### src/rtl/intack_pkg.sv
package intack_pkg;

    typedef enum logic [1:0] {
        ST_IDLE    = 2'd0,
        ST_ACK1    = 2'd1,
        ST_ACK2    = 2'd2,
        ST_HANDOFF = 2'd3
    } seq_state_t;

endpackage

### src/rtl/nmi_latch.sv
module nmi_latch (
    input  logic clk,
    input  logic rst_n,
    input  logic nmi_in,
    input  logic consume,
    output logic pending
);

    logic nmi_prev;
    logic edge_seen;

    assign edge_seen = nmi_in & ~nmi_prev;

    always_ff @(posedge clk or negedge rst_n) begin
        if (!rst_n) begin
            nmi_prev <= 1'b0;
            pending  <= 1'b0;
        end else begin
            nmi_prev <= nmi_in;
            // a fresh edge wins over the clear from servicing
            pending  <= (pending & ~consume) | edge_seen;
        end
    end

endmodule

### src/rtl/vec_hold.sv
module vec_hold #(
    parameter int W = 8
) (
    input  logic         clk,
    input  logic         rst_n,
    input  logic         load,
    input  logic [W-1:0] din,
    input  logic         nmi_in,
    output logic [W-1:0] dout,
    output logic         nmi_out
);

    always_ff @(posedge clk or negedge rst_n) begin
        if (!rst_n) begin
            dout    <= '0;
            nmi_out <= 1'b0;
        end else if (load) begin
            dout    <= din;
            nmi_out <= nmi_in;
        end
    end

endmodule

### src/rtl/intack_seq.sv
module intack_seq #(
    parameter int VEC_W   = 8,
    parameter int NMI_VEC = 2
) (
    input  logic             clk,
    input  logic             rst_n,
    input  logic             irq_level,
    input  logic             nmi_level,
    input  logic             ie_flag,
    input  logic             insn_done,
    output logic             ack_req,
    output logic             ack_lock,
    output logic             ack_second,
    input  logic             ack_done,
    input  logic [VEC_W-1:0] bus_data,
    output logic             vec_valid,
    output logic             vec_is_nmi,
    output logic [VEC_W-1:0] vec_out,
    input  logic             vec_accept
);
    import intack_pkg::*;

    localparam logic [VEC_W-1:0] NMI_CODE = VEC_W'(NMI_VEC);

    seq_state_t state_q, state_d;
    logic       nmi_pend;
    logic       take_nmi;
    logic       take_irq;
    logic       vec_load;
    logic       vec_src_nmi;
    logic [VEC_W-1:0] vec_din;

    assign take_nmi = (state_q == ST_IDLE) && insn_done && nmi_pend;
    assign take_irq = (state_q == ST_IDLE) && insn_done && !nmi_pend
                      && irq_level && ie_flag;

    nmi_latch u_nmi (
        .clk     (clk),
        .rst_n   (rst_n),
        .nmi_in  (nmi_level),
        .consume (take_nmi),
        .pending (nmi_pend)
    );

    always_comb begin
        state_d = state_q;
        unique case (state_q)
            ST_IDLE: begin
                if (take_nmi)      state_d = ST_HANDOFF;
                else if (take_irq) state_d = ST_ACK1;
            end
            ST_ACK1:    if (ack_done)   state_d = ST_ACK2;
            ST_ACK2:    if (ack_done)   state_d = ST_HANDOFF;
            ST_HANDOFF: if (vec_accept) state_d = ST_IDLE;
            default:    state_d = ST_IDLE;
        endcase
    end

    always_ff @(posedge clk or negedge rst_n) begin
        if (!rst_n) state_q <= ST_IDLE;
        else        state_q <= state_d;
    end

    always_comb begin
        ack_req     = 1'b0;
        ack_lock    = 1'b0;
        ack_second  = 1'b0;
        vec_valid   = 1'b0;
        vec_load    = 1'b0;
        vec_src_nmi = 1'b0;
        unique case (state_q)
            ST_IDLE: begin
                vec_load    = take_nmi;
                vec_src_nmi = 1'b1;
            end
            ST_ACK1: begin
                ack_req  = 1'b1;
                ack_lock = 1'b1;
            end
            ST_ACK2: begin
                ack_req    = 1'b1;
                ack_lock   = 1'b1;
                ack_second = 1'b1;
                vec_load   = ack_done;
            end
            ST_HANDOFF: vec_valid = 1'b1;
            default: ;
        endcase
    end

    assign vec_din = vec_src_nmi ? NMI_CODE : bus_data;

    vec_hold #(.W(VEC_W)) u_vec (
        .clk     (clk),
        .rst_n   (rst_n),
        .load    (vec_load),
        .din     (vec_din),
        .nmi_in  (vec_src_nmi),
        .dout    (vec_out),
        .nmi_out (vec_is_nmi)
    );

endmodule

### config.mk
export PLATFORM = sky130hd
export DESIGN_NAME = intack_seq
export DESIGN_NICKNAME = d
export VERILOG_FILES = /design/src/rtl/intack_pkg.sv /design/src/rtl/nmi_latch.sv /design/src/rtl/vec_hold.sv /design/src/rtl/intack_seq.sv
export SDC_FILE = /design/constraint.sdc
export NUM_CORES = 1
export LEC_CHECK = 0
export BUFFER_PORTS_ARGS = -buffer_cell sky130_fd_sc_hd__buf_4
export CAP_MARGIN = 20
export CORE_MARGIN = 2
export CORE_UTILIZATION = 30
export CTS_CLUSTER_SIZE = 24
export DETAILED_ROUTE_END_ITERATION = 8
export GPL_ROUTABILITY_DRIVEN = 0
export PLACE_DENSITY_LB_ADDON = 0.2
export SYNTH_ARGS = -nofsm -noshare
export SYNTH_HDL_FRONTEND = slang
export SYNTH_HIERARCHICAL = 1
export SYNTH_SLANG_ARGS = --single-unit
### constraint.sdc
create_clock -name clk -period 4.8 [get_ports clk]
set_clock_uncertainty 0.15 [all_clocks]
set_input_delay 1.2 -clock clk [delete_from_list [all_inputs] [get_ports clk]]
set_output_delay 1.2 -clock clk [all_outputs]
set_load 0.02 [all_outputs]
# Word level (Yosys, flattened, before mapping)
# Index checks and enable logic that the tools add are counted.
dict set report word_totals {
  latch_bits 0
  reg_bits 13
  n_memories 0
  elab_cells 38
  rom_bits 0
  output_inout_bits 13
  ramBits 0
  in_bits 16
}
dict set report op_classes {
  mux 12
  addsub 0
  n_mul 0
  reduce_logical 9
  magnitude_cmp 0
  shifts 0
  div 0
  n_eq_ne 7
  n_bitwise 5
}
# operator count
set ops {}
lappend ops {{2-bit 2-to-1 mux} 5}
lappend ops {{8-bit 2-to-1 mux} 1}
lappend ops {{2-bit one-hot mux with 4 select lines} 1}
lappend ops {{2-bit != test (second input constant)} 3}
lappend ops {{1-bit logical AND} 5}
lappend ops {{2-bit equality test (second input constant)} 2}
lappend ops {{1-bit 2-to-1 mux} 4}
lappend ops {{4-bit AND reduction} 1}
lappend ops {{3-bit by 2-bit != test with 1-bit output (second input constant)} 1}
lappend ops {{1-bit bitwise AND} 2}
lappend ops {{2-bit by 1-bit equality test with 1-bit output (second input constant)} 1}
lappend ops {{2-bit zero test} 1}
lappend ops {{1-bit inverter} 2}
lappend ops {{1-bit one-hot mux with 2 select lines} 1}
lappend ops {{2-bit OR reduction} 1}
lappend ops {{1-bit zero test} 1}
lappend ops {{1-bit OR} 1}

# Depth between registers and ports, before layout
# Gate-level depths: netlist of run 1.
dict set report logic_depth {
  ltp_word 8
  ltp_mapped 6
  depth_no_buf 5
}

# Hierarchy
# The synthesis of run 1 kept the hierarchy.
# mod area_each_um2 cells_per_inst seq_area_each_um2 n_inst
set modules_own_cells {}
lappend modules_own_cells {vec_hold 371.6 19 225.2 1}
lappend modules_own_cells {intack_seq 280.3 29 50.0 1}
lappend modules_own_cells {nmi_latch 70.1 5 50.0 1}

# Worst setup path before layout of run 1
# Ideal clock, no wire load.
dict set report synth_timing {
  path_type {flip-flop to output port}
  from {reg state_q[0]}
  to {out ack_req}
  n_path_buf 1
  arrival_time_ns 1.016
  required_time_ns 3.450
  stages_incl_launch_ff 4
  setup_slack_ns 2.434
  path_cell_list {dfrtp_1 > inv_1 > ha_1 > buf_4}
}
dict set report synth_between {
  elab_chain_cells 3
  word_cells_on_any_way 4
  cone_classes {2 x eq/ne; 1 x mux; 1 x reduce/logical}
}
# element line
set synth_lines {}
lappend synth_lines {{start: declaration} intack_seq.sv:25} ;# seq_state_t state_q, state_d;
lappend synth_lines {{start signal: assignment} intack_seq.sv:61} ;# else state_q <= state_d;
lappend synth_lines {{2-bit equality test or 2-bit by 1-bit equality test with 1-bit output (tied branches)} --}
lappend synth_lines {{2-bit OR reduction (no source line) *} --}
lappend synth_lines {{1-bit 2-to-1 mux *} --}
lappend synth_lines {{end: declaration} intack_seq.sv:11} ;# output logic ack_req,
# Mark *: on every way between the ends. The rest lies on a longest branch, timed or not.

# Final worst setup path of run 1
dict set report layout_timing {
  from {reg state_q[0]}
  to {out ack_lock}
}
dict set report layout_between {
  elab_chain_cells 3
  word_cells_on_any_way 4
  cone_classes {2 x eq/ne; 1 x mux; 1 x reduce/logical}
}
# element line
set layout_lines {}
lappend layout_lines {{2-bit equality test or 2-bit by 1-bit equality test with 1-bit output (tied branches)} intack_seq.sv:71} ;# unique case (state_q)
lappend layout_lines {{2-bit OR reduction (no source line) *} --}
lappend layout_lines {{1-bit 2-to-1 mux *} intack_seq.sv:71}
lappend layout_lines {{end: declaration} intack_seq.sv:12} ;# output logic ack_lock,
# Marked as above.

==> results of run 1 <==
[stage by stage]
stage / std cells / hold slack [ns] / setup WS [ns] / area, um2 / total power, mW
5_1_grt: 111 / 0.314 / 2.09 / 975 / 0.735
3_5_place_dp: 107 / 0.283 / 2.37 / 948 / 0.622
6_report: 111 / 0.290 / 2.19 / 975 / 0.680
4_1_cts: 111 / 0.294 / 2.16 / 975 / 0.691
2_1_floorplan: 53 / 0.264 / 2.43 / 722 / 0.505
3_3_place_gp: 107 / 0.274 / 2.38 / 948 / 0.621
[layout by cell type, fill, tap and decap left out, types with 3 or more instances in the layout]
master / instances
mux2_4: 9
nor2b_1: 7
dfrtp_1: 13
buf_4: 28
clkbuf_4: 3
mux2i_1: 3
ha_1: 5
inv_1: 4
[routing by layer]
layer,part of all wire,global-route usage,vias to the layer above
met1,0.49,0.146,216
li1,-,-,235
met5,0,0,-
met4,0.0071,0.0513,0
met2,0.42,0.144,21
met3,0.079,0.0169,2
[flip-flops by register name, summed over array words and instances (netlist names)]
register        cells
u_nmi/pending       1
state_q             2
u_nmi/nmi_prev      1
u_vec/dout          8
u_vec/nmi_out       1
[layout make-up]
class / count / area (um2) / area share
timing repair buffer: 28 / 210 / 0.216
multi-input combinational: 34 / 363 / 0.372
tap: 28 / 35.0 / 0.0359
sequential: 13 / 325 / 0.334
inverter: 4 / 15.0 / 0.0154
clock buffer: 4 / 26.3 / 0.0270
[power by group]
group	internal [mW]	switching (mW)	total (mW)	leakage [nW]
logic	0.221	0.205	0.426	0.343
registers	0.160	0.0297	0.189	0.157
clock network	0.0321	0.0326	0.0647	0.0150
[cells by family after synthesis]
logic type,count (synthesis),synth area share
multiplexers,12,0.229
adder cells (fa/ha/maj),5,0.0867
AND/OR/NAND/NOR,13,0.107
buffers and inverters,6,0.0468
flip-flops,13,0.451
AO/OA/AOI/OAI,4,0.0797
[worst max-delay path, cell delays in order, from the launching register on]
cell and delay [ns]:
dfrtp_1 0.38, inv_1 0.09, ha_1 0.34, buf_4 0.17
[worst max path at each step]
stage	startpoint	endpoint	slack, ns	cells after the start
4_1_cts	state_q[0]	ack_lock	2.16	3
3_3_place_gp	insn_done	u_vec/dout[0]	2.38	4
6_report	state_q[0]	ack_lock	2.19	3
3_5_place_dp	insn_done	u_vec/dout[3]	2.37	4
2_1_floorplan	state_q[0]	ack_req	2.43	3
5_1_grt	state_q[0]	ack_lock	2.09	3
==> metrics, run 1 <==
CTS max path bufs 2; EDFF count, synth 0; Hold Crit Start u_nmi/nmi_prev; Tcrit/Tclk final 0.543; Setup crit start kind flip-flop; final hold vios 0; register area share after synthesis 0.451; Slew @ Worst Pin 0.485 ns; layout cell share with drive strength beyond 1 0.542; hold path depth 1; post-synthesis cell type count 18; number of max-cap violations 0; post-synthesis register bit count 13; PortBufs 28; Arrival @ worst endpoint 1.26 ns; H-tree levels 1; dpl hpwl 961 um; CTS Root Cell clkbuf_4; share of the synthesized area in the top cell type 0.451; via/cell ratio 4.27; CP Max Fanout 4; RR Endpoint u_vec/dout[5]; chip width 53.1 um; Req. time, crit path 3.45 ns; leak pwr 0.515 nW; cell with the most instances after synthesis dfrtp_1; Initial Utilization 0.323; Layout Utilization 0.436; Synth area leader dfrtp_1; asr flop ratio synth 1.00; outcome complete, no violations; first-pass iteration count of the detailed router 2; TNS Setup 0 ns; dominant synthesized flop cell dfrtp_1; worst reg2reg path depth 5; Die H 53.1 um; Reg2Reg Setup Slack 2.61 ns; Post CTS Setup Buffer Count 0; pwr/cell area 697 mW/mm2; number of global-route vias before repair 443; CTS clk-pin slew, worst paths 0.08 ns; Detailed Route WL 1260 um; largest net degree at the start of global routing 14; Syn Nets 74; clock period minus worst slack 2.61 ns; number of fill cells 225; top post-synthesis cells by count dfrtp_1 (13), mux2_4 (9), nor2b_1 (7); CTS tree built; synthesized cell area 722 um2; DRT iter0 DRCs 2; vias after detailed routing 474; f_max 0.383 GHz; Critical Setup Path Class reg -> out; CTS resizes 0; diodes inserted 0; Post-CTS Hold Buffers 0; Nets 105; VDD IR max 334 uV; worst r2r src state_q[1]; die area 0.00281 mm2; initial antenna violation count 0; average cell area after synthesis 13.6 um2; CTS sink count 13; Setup-failing EPs final 0; Routed WL per cell 11.4 um; Clock Latency Late Sink 0.26 ns; Slew Limit Fails 0; CP Capture Type output port; Syn. warnings 6; Gate Count Post-Synth 53; Core ar. 0.00223 mm2; worst rel slew slack 0.676; type of the tightest min-delay check reg -> reg; worst hold endpoint u_nmi/pending; first-pass GRT wire length 2060 um; Total Routing Usage GR 0.101; global route total overflow 0; Layout area overhead 35.0%; largest cells by area after synthesis dfrtp_1 (45%), mux2_4 (19%), ha_1 (8.7%); Post-DRT Antenna Nets 0; row cnt 17; io pins 29; total CTS buffers 3; Remaining DRCs 0; RSZ-0062 raised after global routing false
Note: power is estimated with default switching activity, not from simulation.
==> run 2: changes to the inputs <==
==> constraint.sdc (replaced) <==
create_clock -name clk -period 2.6 [get_ports clk]
set_clock_uncertainty 0.15 [all_clocks]
set_input_delay 0.65 -clock clk [delete_from_list [all_inputs] [get_ports clk]]
set_output_delay 0.65 -clock clk [all_outputs]
set_load 0.02 [all_outputs]
==> run 2 against run 1 <==
Against the previous run: sequential share of layout area decreased by 0.26 points; largest power group unchanged; critical path type unchanged; highest routed layer unchanged; final cell count increased by 0.90%; clock-buffer cell count unchanged; sequential power increased by 85%; global-route usage increased by 0.54 points; combinational power increased by 86%; via count increased by 4.9%.
==> metrics, run 2 (synthesized netlist as in run 1, its figures left out) <==
outcome complete, no violations; vias after detailed routing 497; first-pass GRT wire length 2130 um; Setup-failing EPs final 0; layout cell share with drive strength beyond 1 0.548; Reg2Reg Setup Slack 0.78 ns; CTS max path bufs 2; worst rel slew slack 0.803; PnR worst setup slack 0.546 ns; Routed WL per cell 11.5 um; Setup crit start kind flip-flop; Detailed Route WL 1280 um; CP Capture Type output port; worst r2r src state_q[0]; RSZ-0062 raised after global routing false; fin cells 112; Post-DRT Antenna Nets 0; number of fill cells 225; Slew Limit Fails 0; row cnt 17; Nets 106; CTS resizes 0; VDD IR max 638 uV; most common cell after layout, fill and taps aside buf_4; via/cell ratio 4.44; total CTS buffers 3; f_max 0.487 GHz; io pins 29; global route total overflow 0; Top reg by flops u_vec/dout; Total Routing Usage GR 0.107; CTS Root Cell clkbuf_4; pwr/cell area 1290 mW/mm2; H-tree levels 1; Placed Cells 108; initial antenna violation count 0; Tcrit/Tclk final 0.790; placed cell areas 956 um2; top flop regs u_vec/dout: 8 flops, state_q: 2 flops; die area 0.00281 mm2; Core ar. 0.00223 mm2; Initial Utilization 0.323; CTS tree built; number of global-route vias before repair 488; clock period minus worst slack 2.05 ns; DRT iter0 DRCs 1; Slew @ Worst Pin 0.295 ns; Remaining DRCs 0; Clock Latency Late Sink 0.26 ns; CTS sink count 13; Post CTS Setup Buffer Count 0; dpl hpwl 1010 um; first-pass iteration count of the detailed router 3; Arrival @ worst endpoint 1.25 ns; worst reg2reg path depth 5; Req. time, crit path 1.80 ns; Final Instance Area 982 um2; RR Endpoint u_vec/dout[5]; Critical Setup Path Class reg -> out; Layout area overhead 36.0%; Post-CTS Hold Buffers 0; Die H 53.1 um; PortBufs 28; largest net degree at the start of global routing 14; number of max-cap violations 0; commonest non-fill, non-tap cells in the layout buf_4 (29), dfrtp_1 (13), mux2_4 (9), nor2b_1 (7), ha_1 (5); leak pwr 0.520 nW; CTS clk-pin slew, worst paths 0.08 ns; diodes inserted 0; type of the tightest min-delay check in -> async; max reg flops 8; final hold vios 0; CP Max Fanout 4; chip width 53.1 um; worst slack, placed 0.721 ns; TNS Setup 0 ns
==> run 2: cell count changes in the layout (fill, tap and decap cells not counted), sizes merged <==
cell  delta
buf      +1
==> run 2: per-layer routing <==
layer | part of all wire | track usage
met1 | 0.48 | 0.143
met3 | 0.082 | 0.0169
met5 | 0 | 0
met2 | 0.43 | 0.160
met4 | 0.0070 | 0.0641
==> run 2: power breakdown <==
group,internal [mW],total [mW],switching (mW)
clock network,0.0593,0.120,0.0605
logic,0.415,0.793,0.378
registers,0.295,0.350,0.0551
total,0.769,1.26,0.494
==> run 2: worst max-delay path, cell delays in order (launching register included) <==
cell and delay, ns:
dfrtp_1 0.38, inv_1 0.09, ha_1 0.34, buf_4 0.17
==> run 2: worst max path at each step <==
stage | start | endpoint | slack (ns) | depth (start not counted)
floorplan | state_q[0] | u_vec/dout[0] | 0.71 | 6
global placement | insn_done | u_vec/dout[0] | 0.73 | 4
detailed placement | insn_done | u_vec/dout[5] | 0.72 | 4
CTS | state_q[0] | ack_lock | 0.52 | 3
global route | state_q[0] | ack_lock | 0.44 | 3
finish | state_q[0] | ack_lock | 0.55 | 3
==> run 2: area by class of cell <==
class | instances | area [um2] | share of cell area
multi-input cells | 34 | 363 | 0.369
flip-flops and latches | 13 | 325 | 0.331
inverters | 4 | 15.0 | 0.0153
clock buffers | 4 | 26.3 | 0.0268
well taps | 28 | 35.0 | 0.0357
repair buffers | 29 | 218 | 0.222
==> run 2: per-stage QoR <==
stage | util | hold slack [ns] | total power, mW
final | 0.440 | 0.0618 | 1.26
after global routing | 0.440 | 0.0491 | 1.37
after CTS | 0.440 | 0.0570 | 1.29
after detailed placement | 0.428 | 0.283 | 1.16
after global placement | 0.428 | 0.273 | 1.16
after floorplan | - | 0.204 | 0.932
